File: src/rtl/tag_tracker_pkg.sv
package tag_tracker_pkg;
   // Largest number of outstanding requests the link protocol allows
   localparam int unsigned PROTO_MAX_TAGS = 32;

   typedef enum logic {
      MATCH_OK     = 1'b0,
      MATCH_ORPHAN = 1'b1
   } match_kind_e;
endpackage

File: src/rtl/tt_free_pool.sv
module tt_free_pool #(
   parameter int unsigned NUM_TAGS = 32,
   localparam int unsigned TAG_W = $clog2(NUM_TAGS)
) (
   input  logic                clk,
   input  logic                rst_n,
   input  logic                grant_en,
   input  logic                release_en,
   input  logic [TAG_W-1:0]    release_idx,
   output logic                any_free,
   output logic [TAG_W-1:0]    grant_idx,
   output logic [NUM_TAGS-1:0] free_vec
);
   logic [NUM_TAGS-1:0] free_q;
   logic [NUM_TAGS-1:0] free_d;

   // Lowest-index-first pick among free tags
   always_comb begin
      grant_idx = '0;
      for (int i = NUM_TAGS - 1; i >= 0; i--) begin
         if (free_q[i]) grant_idx = TAG_W'(i);
      end
   end

   assign any_free = |free_q;
   assign free_vec = free_q;

   always_comb begin
      free_d = free_q;
      if (grant_en)   free_d[grant_idx]   = 1'b0;
      if (release_en) free_d[release_idx] = 1'b1;
   end

   always_ff @(posedge clk) begin
      if (!rst_n) free_q <= '1;
      else        free_q <= free_d;
   end

   // the granted tag was free when granted
   assert_grant_is_free_R2: assert property (@(posedge clk) disable iff (!rst_n)
      grant_en |-> free_q[grant_idx]);

   // a granted tag is busy afterwards
   assert_grant_marks_busy_R4: assert property (@(posedge clk) disable iff (!rst_n)
      grant_en |=> !free_q[$past(grant_idx)]);

   // a released tag is free on the next cycle
   assert_release_frees_R9: assert property (@(posedge clk) disable iff (!rst_n)
      release_en |=> free_q[$past(release_idx)]);
endmodule

File: src/rtl/tt_ctx_table.sv
module tt_ctx_table #(
   parameter int unsigned NUM_TAGS = 32,
   parameter int unsigned ADDR_W   = 40,
   parameter int unsigned CMD_W    = 6,
   localparam int unsigned TAG_W = $clog2(NUM_TAGS)
) (
   input  logic              clk,
   input  logic              rst_n,
   input  logic              wr_en,
   input  logic [TAG_W-1:0]  wr_idx,
   input  logic [ADDR_W-1:0] wr_addr,
   input  logic [CMD_W-1:0]  wr_cmd,
   input  logic [TAG_W-1:0]  rd_idx,
   output logic [ADDR_W-1:0] rd_addr,
   output logic [CMD_W-1:0]  rd_cmd
);
   logic [ADDR_W-1:0] addr_row [NUM_TAGS];
   logic [CMD_W-1:0]  cmd_row  [NUM_TAGS];

   for (genvar g = 0; g < NUM_TAGS; g++) begin : g_entry
      logic [ADDR_W-1:0] addr_q;
      logic [CMD_W-1:0]  cmd_q;
      logic              hit_w;

      assign hit_w = wr_en && (wr_idx == TAG_W'(g));

      always_ff @(posedge clk) begin
         if (!rst_n) begin
            addr_q <= '0;
            cmd_q  <= '0;
         end else if (hit_w) begin
            addr_q <= wr_addr;
            cmd_q  <= wr_cmd;
         end
      end

      assign addr_row[g] = addr_q;
      assign cmd_row[g]  = cmd_q;
   end

   assign rd_addr = addr_row[rd_idx];
   assign rd_cmd  = cmd_row[rd_idx];

   // a stored context reads back on the next cycle
   assert_ctx_written_R6: assert property (@(posedge clk) disable iff (!rst_n)
      (wr_en && rd_idx == wr_idx) |=> ($stable(rd_idx) -> rd_addr == $past(wr_addr)));
endmodule

File: src/rtl/tt_match_stage.sv
module tt_match_stage #(
   parameter int unsigned TAG_W  = 5,
   parameter int unsigned ADDR_W = 40,
   parameter int unsigned CMD_W  = 6
) (
   input  logic              clk,
   input  logic              rst_n,
   input  logic              rsp_valid,
   input  logic              rsp_hit,
   input  logic [TAG_W-1:0]  rsp_tag,
   input  logic [ADDR_W-1:0] ctx_addr,
   input  logic [CMD_W-1:0]  ctx_cmd,
   output logic              match_valid,
   output logic              match_err,
   output logic [TAG_W-1:0]  match_tag,
   output logic [ADDR_W-1:0] match_addr,
   output logic [CMD_W-1:0]  match_cmd
);
   import tag_tracker_pkg::*;

   match_kind_e kind_d;
   assign kind_d = rsp_hit ? MATCH_OK : MATCH_ORPHAN;

   always_ff @(posedge clk) begin
      if (!rst_n) begin
         match_valid <= 1'b0;
         match_err   <= 1'b0;
         match_tag   <= '0;
         match_addr  <= '0;
         match_cmd   <= '0;
      end else begin
         match_valid <= rsp_valid;
         match_err   <= rsp_valid && (kind_d == MATCH_ORPHAN);
         match_tag   <= rsp_tag;
         match_addr  <= (rsp_valid && rsp_hit) ? ctx_addr : '0;
         match_cmd   <= (rsp_valid && rsp_hit) ? ctx_cmd  : '0;
      end
   end

   // every response yields a result one cycle later
   assert_match_follows_rsp_R6: assert property (@(posedge clk) disable iff (!rst_n)
      rsp_valid |=> match_valid);

   // an orphan result carries no context
   assert_orphan_empty_R8: assert property (@(posedge clk) disable iff (!rst_n)
      match_err |-> (match_valid && match_addr == '0 && match_cmd == '0));
endmodule

File: src/rtl/tag_tracker.sv
module tag_tracker #(
   parameter int unsigned NUM_TAGS = 32,
   parameter int unsigned ADDR_W   = 40,
   parameter int unsigned CMD_W    = 6,
   parameter int unsigned NODE_W   = 3,
   parameter int unsigned UNIT_W   = 2,
   localparam int unsigned TAG_W = $clog2(NUM_TAGS)
) (
   input  logic              clk,
   input  logic              rst_n,
   input  logic [NODE_W-1:0] node_id,
   input  logic [UNIT_W-1:0] unit_id,
   input  logic              req_valid,
   output logic              req_ready,
   input  logic [ADDR_W-1:0] req_addr,
   input  logic [CMD_W-1:0]  req_cmd,
   output logic              out_valid,
   input  logic              out_ready,
   output logic [TAG_W-1:0]  out_tag,
   output logic [NODE_W-1:0] out_node,
   output logic [UNIT_W-1:0] out_unit,
   output logic [ADDR_W-1:0] out_addr,
   output logic [CMD_W-1:0]  out_cmd,
   input  logic              rsp_valid,
   input  logic [TAG_W-1:0]  rsp_tag,
   output logic              match_valid,
   output logic              match_err,
   output logic [TAG_W-1:0]  match_tag,
   output logic [ADDR_W-1:0] match_addr,
   output logic [CMD_W-1:0]  match_cmd
);
   import tag_tracker_pkg::*;

   if (NUM_TAGS < 2 || NUM_TAGS > PROTO_MAX_TAGS) begin : g_bad_depth
      $error("tag_tracker: NUM_TAGS must lie in 2..%0d", PROTO_MAX_TAGS);
   end
   if ((NUM_TAGS & (NUM_TAGS - 1)) != 0) begin : g_bad_pow2
      $error("tag_tracker: NUM_TAGS must be a power of two");
   end
   if (ADDR_W < 1 || CMD_W < 1 || NODE_W < 1 || UNIT_W < 1) begin : g_bad_width
      $error("tag_tracker: field widths must be nonzero");
   end

   logic                any_free;
   logic [TAG_W-1:0]    grant_idx;
   logic [NUM_TAGS-1:0] free_vec;
   logic                take;
   logic                rsp_hit;
   logic [ADDR_W-1:0]   ctx_addr;
   logic [CMD_W-1:0]    ctx_cmd;

   assign req_ready = out_ready && any_free;
   assign out_valid = req_valid && any_free;
   assign take      = req_valid && req_ready;
   assign out_tag   = grant_idx;
   assign out_node  = node_id;
   assign out_unit  = unit_id;
   assign out_addr  = req_addr;
   assign out_cmd   = req_cmd;

   assign rsp_hit = rsp_valid && !free_vec[rsp_tag];

   tt_free_pool #(.NUM_TAGS(NUM_TAGS)) u_pool (
      .clk         (clk),
      .rst_n       (rst_n),
      .grant_en    (take),
      .release_en  (rsp_hit),
      .release_idx (rsp_tag),
      .any_free    (any_free),
      .grant_idx   (grant_idx),
      .free_vec    (free_vec)
   );

   tt_ctx_table #(.NUM_TAGS(NUM_TAGS), .ADDR_W(ADDR_W), .CMD_W(CMD_W)) u_ctx (
      .clk     (clk),
      .rst_n   (rst_n),
      .wr_en   (take),
      .wr_idx  (grant_idx),
      .wr_addr (req_addr),
      .wr_cmd  (req_cmd),
      .rd_idx  (rsp_tag),
      .rd_addr (ctx_addr),
      .rd_cmd  (ctx_cmd)
   );

   tt_match_stage #(.TAG_W(TAG_W), .ADDR_W(ADDR_W), .CMD_W(CMD_W)) u_match (
      .clk         (clk),
      .rst_n       (rst_n),
      .rsp_valid   (rsp_valid),
      .rsp_hit     (rsp_hit),
      .rsp_tag     (rsp_tag),
      .ctx_addr    (ctx_addr),
      .ctx_cmd     (ctx_cmd),
      .match_valid (match_valid),
      .match_err   (match_err),
      .match_tag   (match_tag),
      .match_addr  (match_addr),
      .match_cmd   (match_cmd)
   );

   // no request is accepted or offered while every tag is busy
   assert_no_overflow_R5: assert property (@(posedge clk) disable iff (!rst_n)
      (free_vec == '0) |-> (!req_ready && !out_valid));

   // an orphan response with no grant leaves the pool unchanged
   assert_orphan_keeps_pool_R8: assert property (@(posedge clk) disable iff (!rst_n)
      (rsp_valid && !rsp_hit && !take) |=> $stable(free_vec));

   // grant and release in one cycle both land
   assert_grant_and_release_R10: assert property (@(posedge clk) disable iff (!rst_n)
      (take && rsp_hit) |=> (!free_vec[$past(grant_idx)] && free_vec[$past(rsp_tag)]));
endmodule

File: config.mk
export PLATFORM = sky130hd
export DESIGN_NAME = tag_tracker
export DESIGN_NICKNAME = d
export VERILOG_FILES = /design/src/rtl/tag_tracker_pkg.sv /design/src/rtl/tt_free_pool.sv /design/src/rtl/tt_ctx_table.sv /design/src/rtl/tt_match_stage.sv /design/src/rtl/tag_tracker.sv
export SDC_FILE = /design/constraint.sdc
export NUM_CORES = 2
export LEC_CHECK = 0
export BUFFER_PORTS_ARGS = -buffer_cell sky130_fd_sc_hd__buf_2
export CORE_MARGIN = 2
export CORE_UTILIZATION = 50
export CTS_CLUSTER_DIAMETER = 80
export DETAILED_ROUTE_END_ITERATION = 12
export GPL_TIMING_DRIVEN = 0
export PLACE_DENSITY = 0.68
export SETUP_SLACK_MARGIN = 0.5
export SYNTH_ARGS = -nofsm -noshare
export SYNTH_HDL_FRONTEND = slang
export SYNTH_SLANG_ARGS = --single-unit
export TNS_END_PERCENT = 50
File: constraint.sdc
create_clock -name clk -period 2.83 [get_ports clk]
set_input_delay 0.566 -clock clk [delete_from_list [all_inputs] [get_ports clk]]
set_output_delay 0.566 -clock clk [all_outputs]
set_load 0.1 [all_outputs]
==> summary.log <==
qor: synth.synth_top_cell_area_share 49.0%
qor: grt.first_pass_grt_wire_length 394000 microns
qor: cts.clk-insertion-delay-late 840 ps
qor: setup_path.worst_setup_path_end_kind register
qor: setup_path.worst-endpoint-arrival 3840 ps
qor: grt.antenna_found_initial 24
qor: placed_design.numPortBuffers 163
qor: synth.ys_dominant_reg_cell dfxtp_1
qor: drt.detailedRoute.firstPassIterationCount 7
qor: timing.hold-worst-slack 97.4 ps
qor: synth.syn_nets 6230
qor: drt.avgRoutedWirePerCell 34.9 microns
qor: final_layout.layout-drive-gt1-share 26.0%
qor: cts.clk_path_buf_depth 3
qor: floorplanning.die_width 361 microns
qor: timing.finClkSkew 34.0 ps
qor: floorplanning.coreArea 126000 sq um
qor: synth.postSynthCellCount 6169
qor: drt.route.detailed.drc 0
qor: job.cap_viol_max_count 0
qor: synth.total_of_warnings_raised_by_yosys 0
qor: cts.htree_num_levels 4
qor: synth.yosysTopAreaCell dfxtp_1
qor: timing.final.period_utilization 112%
qor: setup_path.worst_path_largest_cell_delay 1100 ps
qor: setup_path.cp_slowest_cell clkbuf_1
qor: drt.drtAntennaViolNets 0
qor: timing.setup_viol_count_final 729
qor: drt.routed-via-count 59100
qor: timing.slew_viol_final 0
qor: setup_path.critPathRequiredTime 3500 ps
qor: outcome.violations negative setup slack
qor: cts.hold_buffers 0
qor: cts.path_clk_slew 60 ps
qor: floorplanning.initial_core_utilization 50.5%
qor: synth.postSynthRegisterBits 1557
qor: cts.clkSinkCount 1557
qor: cts.cts.root.buffer_cell clkbuf_16
qor: setup_path.crit_type in2reg
qor: synth.synth-edff-count 0
qor: final_layout.nFillCells 10100
qor: setup_path.worst_setup_sp_type input port
qor: setup_path.timing.critical_path.max_delay_family buffers and inverters
qor: floorplanning.floorplan.die_area 130000 sq um
qor: timing.max_slew_margin 3.46%
qor: grt.grt.total_usage 42.5%
qor: timing.timing.final.crit_period 3180 ps
qor: placed_design.place.gp.congestion 1.01
qor: power.static-leakage-power 30.3 nW
qor: setup_path.cp_cell_sequence buf_2, nor2b_1, and2_1, clkbuf_4, clkbuf_1, a22oi_1, a31oi_1
qor: power.p_per_area 602 nW/um^2
qor: floorplanning.floorplan.die.height 361 microns
qor: final_layout.layout-area-overhead-vs-synth 24.0%
qor: outcome.outcome finished with violations
qor: worst_hold_path.min-delay-path-class in2reg
qor: drt.first_iter_violations 10200
qor: power.ir_worst_vdd 0.000740 V
qor: synth.yosys-top-cells-area dfxtp_1 (49%), mux4_2 (13%), mux2i_1 (10%), nand3_1 (6.6%), o21ai_0 (5.5%)
qor: cts.cts_made_buffers 160
qor: drt.avgViaCountPerCell 6.96
qor: synth.ys_async_sr_fraction 0%
qor: cts.tritoncts yes
qor: final_layout.nets 6760
qor: floorplanning.std_cell_rows 130
qor: floorplanning.floorplan.io_pins 172
qor: synth.synthesis.area_per_instance 10.3 sq um
qor: timing.timing_hold_violations_final 0
qor: placed_design.pre_cts_ws -2790 ps
qor: drt.routed_wirelength 297000 microns
qor: setup_path.crit_fanout 10
qor: timing.final_worst_slack -347 ps
qor: timing.max_slew.worst_pin.slew 1450 ps
qor: synth.synth_cell_types 58
qor: synth.synth-seq-area-share 49.0%
qor: grt.grt_start_max_net_pins 17
qor: grt.number_of_global_route_vias_before_repair 53600
qor: placed_design.dpl.hpwl 196000 microns
qor: grt.grt.overflow.total 0
qor: timing.max_freq 315 MHz
qor: setup_path.r2r_setup_slack -190 ps
qor: setup_path.timing.critical_path.buf_inv 3
qor: synth.synthesis.area 63600 sq um
qor: timing.rsz0062_at_grt true
power breakdown:
part,internal [mW],switching [mW]
clock network,12.5,9.54
logic,0.711,2.67
registers,22.0,0.0291
cells in the mapped netlist (3+ instances only):
cell	n
nand2_1	733
o21ai_1	133
mux2i_1	657
nor2b_1	4
a22o_1	44
nand2b_1	7
a221oi_1	45
o221ai_1	8
and3_1	3
buf_2	134
dfxtp_1	1557
nor3_1	13
nor4_2	4
nor4_1	10
buf_6	3
mux4_2	369
buf_4	93
nor2_1	38
inv_1	17
or4_1	4
a22oi_1	95
o211ai_1	28
a31oi_1	46
o21ai_0	702
nand3_1	841
or3_1	3
a221o_1	6
a21oi_1	8
buf_1	103
and2_1	5
clkbuf_1	414
nand4_1	10
worst reg2reg max path: stages (launching register included):
cell and delay (ps):
dfxtp_4 370, nand2b_1 150, a221oi_2 320, nor4_4 90
buf_4 160, o21a_4 260, buf_4 160, o211ai_1 500
clkbuf_1 700, o21ai_0 190
logic make-up after synthesis:
group                  synth area share (%)
AND/OR/NAND/NOR                        12.0
flip-flops                             49.0
AO/OA/AOI/OAI                          10.2
multiplexers                           23.4
buffers and inverters                  5.37
layer usage:
metal	share of wire [%]	routed length (microns)	GRT usage (%)	vias to the layer above
met1	35	104000	53.7	28900
met2	40	120000	59.2	5427
li1	-	-	-	23400
met4	8.3	24700	29.1	16
met3	16	48400	17.2	1374
met5	0.054	160	0.185	-
metrics by stage:
step | TNS (ps) | util, % | instances | total power [mW] | instance area [sq um]
2_1_floorplan | 0 | - | 6169 | 24.1 | 63800
3_3_place_gp | -3374210 | 53.0 | 7982 | 25.4 | 66700
3_5_place_dp | -2209100 | 53.1 | 7988 | 25.5 | 66800
5_1_grt | -79420 | 62.6 | 8474 | 48.0 | 78800
6_report | -54270 | 62.6 | 8496 | 47.4 | 78900
4_1_cts | -46820 | 59.0 | 8330 | 46.9 | 74300
final cells by class:
| type | count | area, sq um | area share (%) |
|---|---|---|---|
| sequential | 1557 | 31200 | 39.6 |
| clock inverter | 52 | 629 | 0.798 |
| clock buffer | 235 | 4700 | 5.96 |
| tap | 1650 | 2060 | 2.62 |
| timing repair buffer | 368 | 3790 | 4.81 |
| inverter | 19 | 75.1 | 0.0952 |
| multi-input combinational | 3846 | 30900 | 39.2 |
| buffer | 747 | 5440 | 6.90 |
| antenna | 22 | 55.1 | 0.0698 |
sequential cells by signal, summed over array words and instances, names as in the netlist:
name                  flops
u_match.match_addr       40
u_match.match_err         1
u_match.match_tag         5
u_match.match_cmd         6
u_pool.free_vec          32
u_match.match_valid       1
u_ctx.g_entry.addr_q   1280
u_ctx.g_entry.cmd_q     192
timing repair:
| action | CTS | global route |
|---|---|---|
| endpoints found under the setup margin | 1559 | 1557 |
| gates resized for setup | 485 | 928 |
| hold endpoints to repair | 0 | 0 |
| cloned | 3 | 49 |
| setup buffers | 52 | 95 |
| pin swaps | 28 | 146 |
cells in the final DEF, fill, tap and decap left out, types with 94 or more instances in the layout:
cell type	Yosys	final
nand3_2	0	160
mux4_2	369	369
mux2i_1	657	657
buf_2	134	222
nand2_1	733	724
o21ai_1	133	236
buf_4	93	234
a22oi_1	95	95
clkbuf_1	414	307
dfxtp_1	1557	1534
o21ai_0	702	543
buf_12	0	94
nand3_1	841	679
clkbuf_16	0	212
final timing paths:
path	from	endpoint	cells past startpoint
setup / recovery	rsp_tag[3]	u_match.match_addr[13]	7
hold / removal	req_addr[29]	u_ctx.g_entry[10].addr_q[29]	3
setup reg to reg	u_pool.free_vec[30]	u_ctx.g_entry[22].addr_q[5]	9
hold reg to reg	u_ctx.g_entry[8].addr_q[20]	u_ctx.g_entry[8].addr_q[20]	2
Note: power is estimated with default switching activity, not from simulation.
